`config.mk`:
```
export PLATFORM = sky130hd
export DESIGN_NAME = sscan_or_reducer
export DESIGN_NICKNAME = d
export VERILOG_FILES = /design/src/rtl/sor_pkg.sv /design/src/rtl/sor_line_bank.sv /design/src/rtl/sor_line_seq.sv /design/src/rtl/sor_or_merge.sv /design/src/rtl/sscan_or_reducer.sv
export SDC_FILE = /design/constraint.sdc
export NUM_CORES = 1
export LEC_CHECK = 0
export BUFFER_PORTS_ARGS = -buffer_cell sky130_fd_sc_hd__buf_4
export CORE_MARGIN = 1.5
export CORE_UTILIZATION = 45
export CTS_BUF_LIST = sky130_fd_sc_hd__clkbuf_2 sky130_fd_sc_hd__clkbuf_4 sky130_fd_sc_hd__clkbuf_8
export DETAILED_ROUTE_END_ITERATION = 8
export PLACE_DENSITY_LB_ADDON = 0.15
export SYNTH_ARGS = -nofsm -noshare
export SYNTH_HDL_FRONTEND = slang
export SYNTH_SLANG_ARGS = --single-unit
```
`constraint.sdc`:
```
create_clock -name clk -period 3.45 [get_ports clk]
set_input_delay 0.69 -clock clk [delete_from_list [all_inputs] [get_ports clk]]
set_output_delay 0.69 -clock clk [all_outputs]
set_load 0.02 [all_outputs]
```
`src/rtl/sor_pkg.sv`:
```
package sor_pkg;
  typedef enum logic [1:0] {
    PH_L0    = 2'd0,
    PH_L1    = 2'd1,
    PH_LATER = 2'd2,
    PH_IDLE  = 2'd3
  } line_ph_e;
endpackage

```
`src/rtl/sor_line_bank.sv`:
```
module sor_line_bank #(
  parameter int DEPTH = 256,
  parameter int AW    = 8
) (
  input  logic          clk,
  input  logic          we,
  input  logic [AW-1:0] addr,
  input  logic          wbit,
  output logic          rbit
);
  logic store [DEPTH];

  // read returns the old content; a write in the same cycle lands at the edge
  always_ff @(posedge clk) begin
    if (we) store[addr] <= wbit;
  end

  assign rbit = store[addr];
endmodule

```
`src/rtl/sor_line_seq.sv`:
```
module sor_line_seq
  import sor_pkg::*;
#(
  parameter int AW = 8
) (
  input  logic          clk,
  input  logic          rst_n,
  input  logic          beat,
  input  logic          sol,
  input  logic          sop,
  output logic          eff_odd,
  output logic          eff_early,
  output logic [AW-1:0] eff_col
);
  logic          par_q;
  line_ph_e      ph_q;
  logic [AW-1:0] col_q;
  line_ph_e      ph_d;
  logic          restart;

  assign restart = sop || (ph_q == PH_IDLE);

  always_comb begin
    ph_d = ph_q;
    if (sol) begin
      if (restart)                ph_d = PH_L0;
      else if (ph_q == PH_L0)     ph_d = PH_L1;
      else                        ph_d = PH_LATER;
    end
  end

  assign eff_odd   = sol ? (restart ? 1'b0 : ~par_q) : par_q;
  assign eff_col   = sol ? '0 : col_q;
  assign eff_early = (ph_d == PH_L0) || (ph_d == PH_L1);

  always_ff @(posedge clk) begin
    if (!rst_n) begin
      par_q <= 1'b0;
      ph_q  <= PH_IDLE;
      col_q <= '0;
    end else if (beat) begin
      par_q <= eff_odd;
      ph_q  <= ph_d;
      col_q <= eff_col + 1'b1;
    end
  end
endmodule

```
`src/rtl/sor_or_merge.sv`:
```
module sor_or_merge (
  input  logic       eff_odd,
  input  logic       eff_early,
  input  logic [1:0] bank_rd,
  input  logic       pix,
  output logic       merged
);
  logic prev1, prev2;
  // bank written this line holds line n-2, the other holds line n-1
  assign prev1  = bank_rd[~eff_odd];
  assign prev2  = bank_rd[eff_odd] & ~eff_early;
  assign merged = pix | prev1 | prev2;
endmodule

```
`src/rtl/sscan_or_reducer.sv`:
```
module sscan_or_reducer #(
  parameter int LINE_MAX = 256
) (
  input  logic clk,
  input  logic rst_n,
  input  logic in_valid,
  output logic in_ready,
  input  logic in_pix,
  input  logic in_sol,
  input  logic in_sop,
  output logic out_valid,
  input  logic out_ready,
  output logic out_pix,
  output logic out_sol
);
  localparam int AW = (LINE_MAX > 1) ? $clog2(LINE_MAX) : 1;

  logic          sol_v, sop_v, fire;
  logic          eff_odd, eff_early;
  logic [AW-1:0] eff_col;
  logic [1:0]    bank_rd;

  assign sol_v = in_valid & in_sol;
  assign sop_v = in_valid & in_sop;

  sor_line_seq #(.AW(AW)) u_seq (
    .clk      (clk),
    .rst_n    (rst_n),
    .beat     (fire),
    .sol      (sol_v),
    .sop      (sop_v),
    .eff_odd  (eff_odd),
    .eff_early(eff_early),
    .eff_col  (eff_col)
  );

  for (genvar b = 0; b < 2; b++) begin : g_bank
    localparam logic SEL = 1'(b);
    sor_line_bank #(.DEPTH(LINE_MAX), .AW(AW)) u_bank (
      .clk (clk),
      .we  (fire && (eff_odd == SEL)),
      .addr(eff_col),
      .wbit(in_pix),
      .rbit(bank_rd[b])
    );
  end

  sor_or_merge u_merge (
    .eff_odd  (eff_odd),
    .eff_early(eff_early),
    .bank_rd  (bank_rd),
    .pix      (in_pix),
    .merged   (out_pix)
  );

  assign in_ready  = ~eff_odd | out_ready;
  assign fire      = in_valid & in_ready;
  assign out_valid = in_valid & eff_odd;
  assign out_sol   = in_sol;
endmodule

```
==> out/results.tsv <==
metric	value	unit
Finish-stage setup viols	1	
Final WS setup	-624	ps
Tmin final	4070	ps
Critical path origin	u_seq.col_q[0]	
Setup TNS	-624	ps
nets	2243	
top cells by count, synth	565 x nor2_1, 512 x edfxtp_1, 136 x nand2_1	
critical path arrival	3380	ps
Finished Layout Cells	2994	
Post-synth EDFFs	512	
flops & latches, synth	523	
initial antenna violation count	1	
CP cell instances	buf_12 > a21boi_4 > inv_4 > buf_8 > buf_12 > nand2_1 > a31oi_1 > a32oi_1 > nand2_1 > a211o_1 > o211ai_1 > nand4_1 > buf_6	
DIE HEIGHT	234	um
pin count of the biggest net entering global routing	180	
Power Total	13.4	mW
P per Cell Area	467	nW/um2
Final ANT Viol Nets	0	
Num CTS Buffers	88	
Port Buffers	10	
skew final	25.0	ps
hold path cells	2	
main flop type after synthesis	edfxtp_1	
CTS H-tree lvls	3	
reg2reg end	g_bank[1].u_bank.store[44]	
TritonRoute pass-1 iters	6	
R2R Path Start	u_seq.par_q	
Seq/Total Area, Yosys	65.2	%
Cells after DPL	2817	
Async S/R FF share, synth	0	%
Max VDD drop	0.265	mV
Residual DRC	0	
slew of the pin with the lowest slew margin	1070	ps
initial core utilization	45.5	%
All-Layer GR Usage	27.9	%
Clock Sinks	523	
Top Ports	11	
Layout Utilization	54.5	%
flop-to-flop setup slack	550	ps
most frequent cell after synthesis	nor2_1	
f_max	245	MHz
RSZ-0062 raised after global routing	yes	
max incr delay on CP	370	ps
DP Area	26400	um2
Layout area overhead	19.6	%
worst-skew pair later-pin latency	690	ps
syn avg cell area	11.6	um2
WP data required	2760	ps
total gr overflow	0	
hold path start	rst_n	
Hold WS	265	ps
Die Span X	234	um
Post-Syn Instances	2063	
WL final	75000	um
share of cells above drive strength 1	21.0	%
Setup WS pre-CTS	-496	ps
Via density	5.93	
Iter 0 DRT Violations	2251	
worst-path fanout max	14	
CTS tree	done	
die area	54600	um2
Hold Path Class	input pin to flip-flop	
Leakage	9.22	nW
cell area after synthesis	23900	um2
routed len/inst	25.0	um
Worst Setup End Kind	output pin	
core area	52600	um2
Synth Warn #	0	
crit start category	flip-flop	
vias in the first global route	17100	
top cells by area, synth	edfxtp_1 64%, nor2_1 8.9%, mux2i_1 3.8%	
critical path class	flip-flop to output pin	
# rows	84	
Mapped Nets	2074	
worst-case clock buffer depth	3	
Hold Buf Count CTS	0	
Synth area leader	edfxtp_1	
Slowest-stage cell, CP	dfxtp_4	
clk slew on worst S/H paths	60	ps
fin. max-slew vios	0	
Hold Vio Cnt, Final	0	
CTS root buf	clkbuf_8	
Critical Path Sink	out_pix	
max_cap viols	0	
Netlist cell types	71	
worst reg2reg path depth	8	
final worst-path cycle share	118	%
Final Wtd Congestion	0.929	
DP HPWL	45900	um
failing checks	negative setup slack	
outcome	complete, but fails checks	
global-route wire length before repair	111000	um
final instance area	28600	um2
Slew HR	28.7	%
fraction of post-synthesis cell area in the top cell type by area	64.3	%
Via Count	17700	
==> flip-flops by register name, indices dropped and copies added (netlist names) <==
signal,flops
u_seq.ph_q,2
u_seq.par_q,1
g_bank.u_bank.store,512
u_seq.col_q,8
==> area by class of cell <==
type / instances / area, um2
clock buffers: 127 / 1540
well taps: 688 / 861
inverters: 6 / 28.8
fillers: 4547 / 23900
flip-flops and latches: 523 / 15600
diodes: 1 / 2.50
clock inverters: 36 / 151
multi-input cells: 1341 / 7610
repair buffers: 272 / 2830
==> worst max-delay path: cells and delay by family, from the launching register on <==
kind,cells,cell delay (ps)
AO/OA/AOI/OAI,5,1030
buffers and inverters,5,800
AND/OR/NAND/NOR,3,480
flip-flops,1,370
==> what timing repair did <==
item,in CTS,in global routing
endpoints found under the setup margin,1,1
gates cloned,6,0
buffers inserted,9,0
resized for setup,55,9
pin swaps,25,7
==> layer usage <==
| layer | share of wire (%) | global-route usage [%] |
|---|---|---|
| met2 | 45 | 42.6 |
| met1 | 43 | 40.1 |
| met3 | 8.8 | 5.05 |
| met5 | 0 | 0 |
| met4 | 2.7 | 9.33 |
==> power by group <==
group,switching [mW],internal (mW)
registers,0.00682,6.98
clock network,2.50,2.85
logic,0.608,0.424
total,3.12,10.3
==> how the worst min path moves through the flow <==
stage / slack, ps / to
final: 260 / u_seq.ph_q[0]
after global routing: 270 / u_seq.ph_q[0]
after CTS: 220 / u_seq.ph_q[0]
after detailed placement: 570 / u_seq.ph_q[1]
after global placement: 550 / u_seq.ph_q[1]
after floorplan: 510 / u_seq.ph_q[1]
==> placed cells by master, fill, tap and decap left out, types with 7 or more instances in the layout <==
master / synthesis / final
nand4_1: 11 / 11
a221o_1: 46 / 46
nand2_1: 136 / 136
a21boi_0: 7 / 7
clkinv_2: 0 / 7
a31oi_1: 20 / 20
o21ai_1: 2 / 8
o211ai_1: 7 / 7
clkbuf_8: 0 / 93
buf_6: 5 / 8
o22ai_1: 52 / 48
o21ai_0: 42 / 34
nor2b_1: 14 / 14
mux2i_2: 0 / 8
clkinv_1: 1 / 27
nand3_1: 57 / 57
and2_1: 15 / 14
mux2i_1: 90 / 82
a22oi_1: 13 / 13
mux2_2: 19 / 18
nand2b_1: 49 / 49
buf_4: 11 / 207
dfxtp_1: 11 / 8
edfxtp_1: 512 / 512
clkbuf_4: 0 / 34
a211oi_1: 25 / 21
buf_12: 0 / 47
a21oi_1: 77 / 75
nor2_1: 565 / 562
==> cell families (layout without fill, tap and decap cells) <==
| family | Yosys count | count (layout) | share of synthesized area, % |
|---|---|---|---|
| other | 0 | 1 | 0 |
| AND/OR/NAND/NOR | 865 | 865 | 15.0 |
| XOR/XNOR | 5 | 5 | 0.183 |
| adder cells (fa/ha/maj) | 4 | 4 | 0.209 |
| buffers and inverters | 199 | 441 | 3.87 |
| multiplexers | 115 | 115 | 5.22 |
| AO/OA/AOI/OAI | 352 | 352 | 10.3 |
| flip-flops | 523 | 523 | 65.2 |
Note: power is estimated with default switching activity, not from simulation.
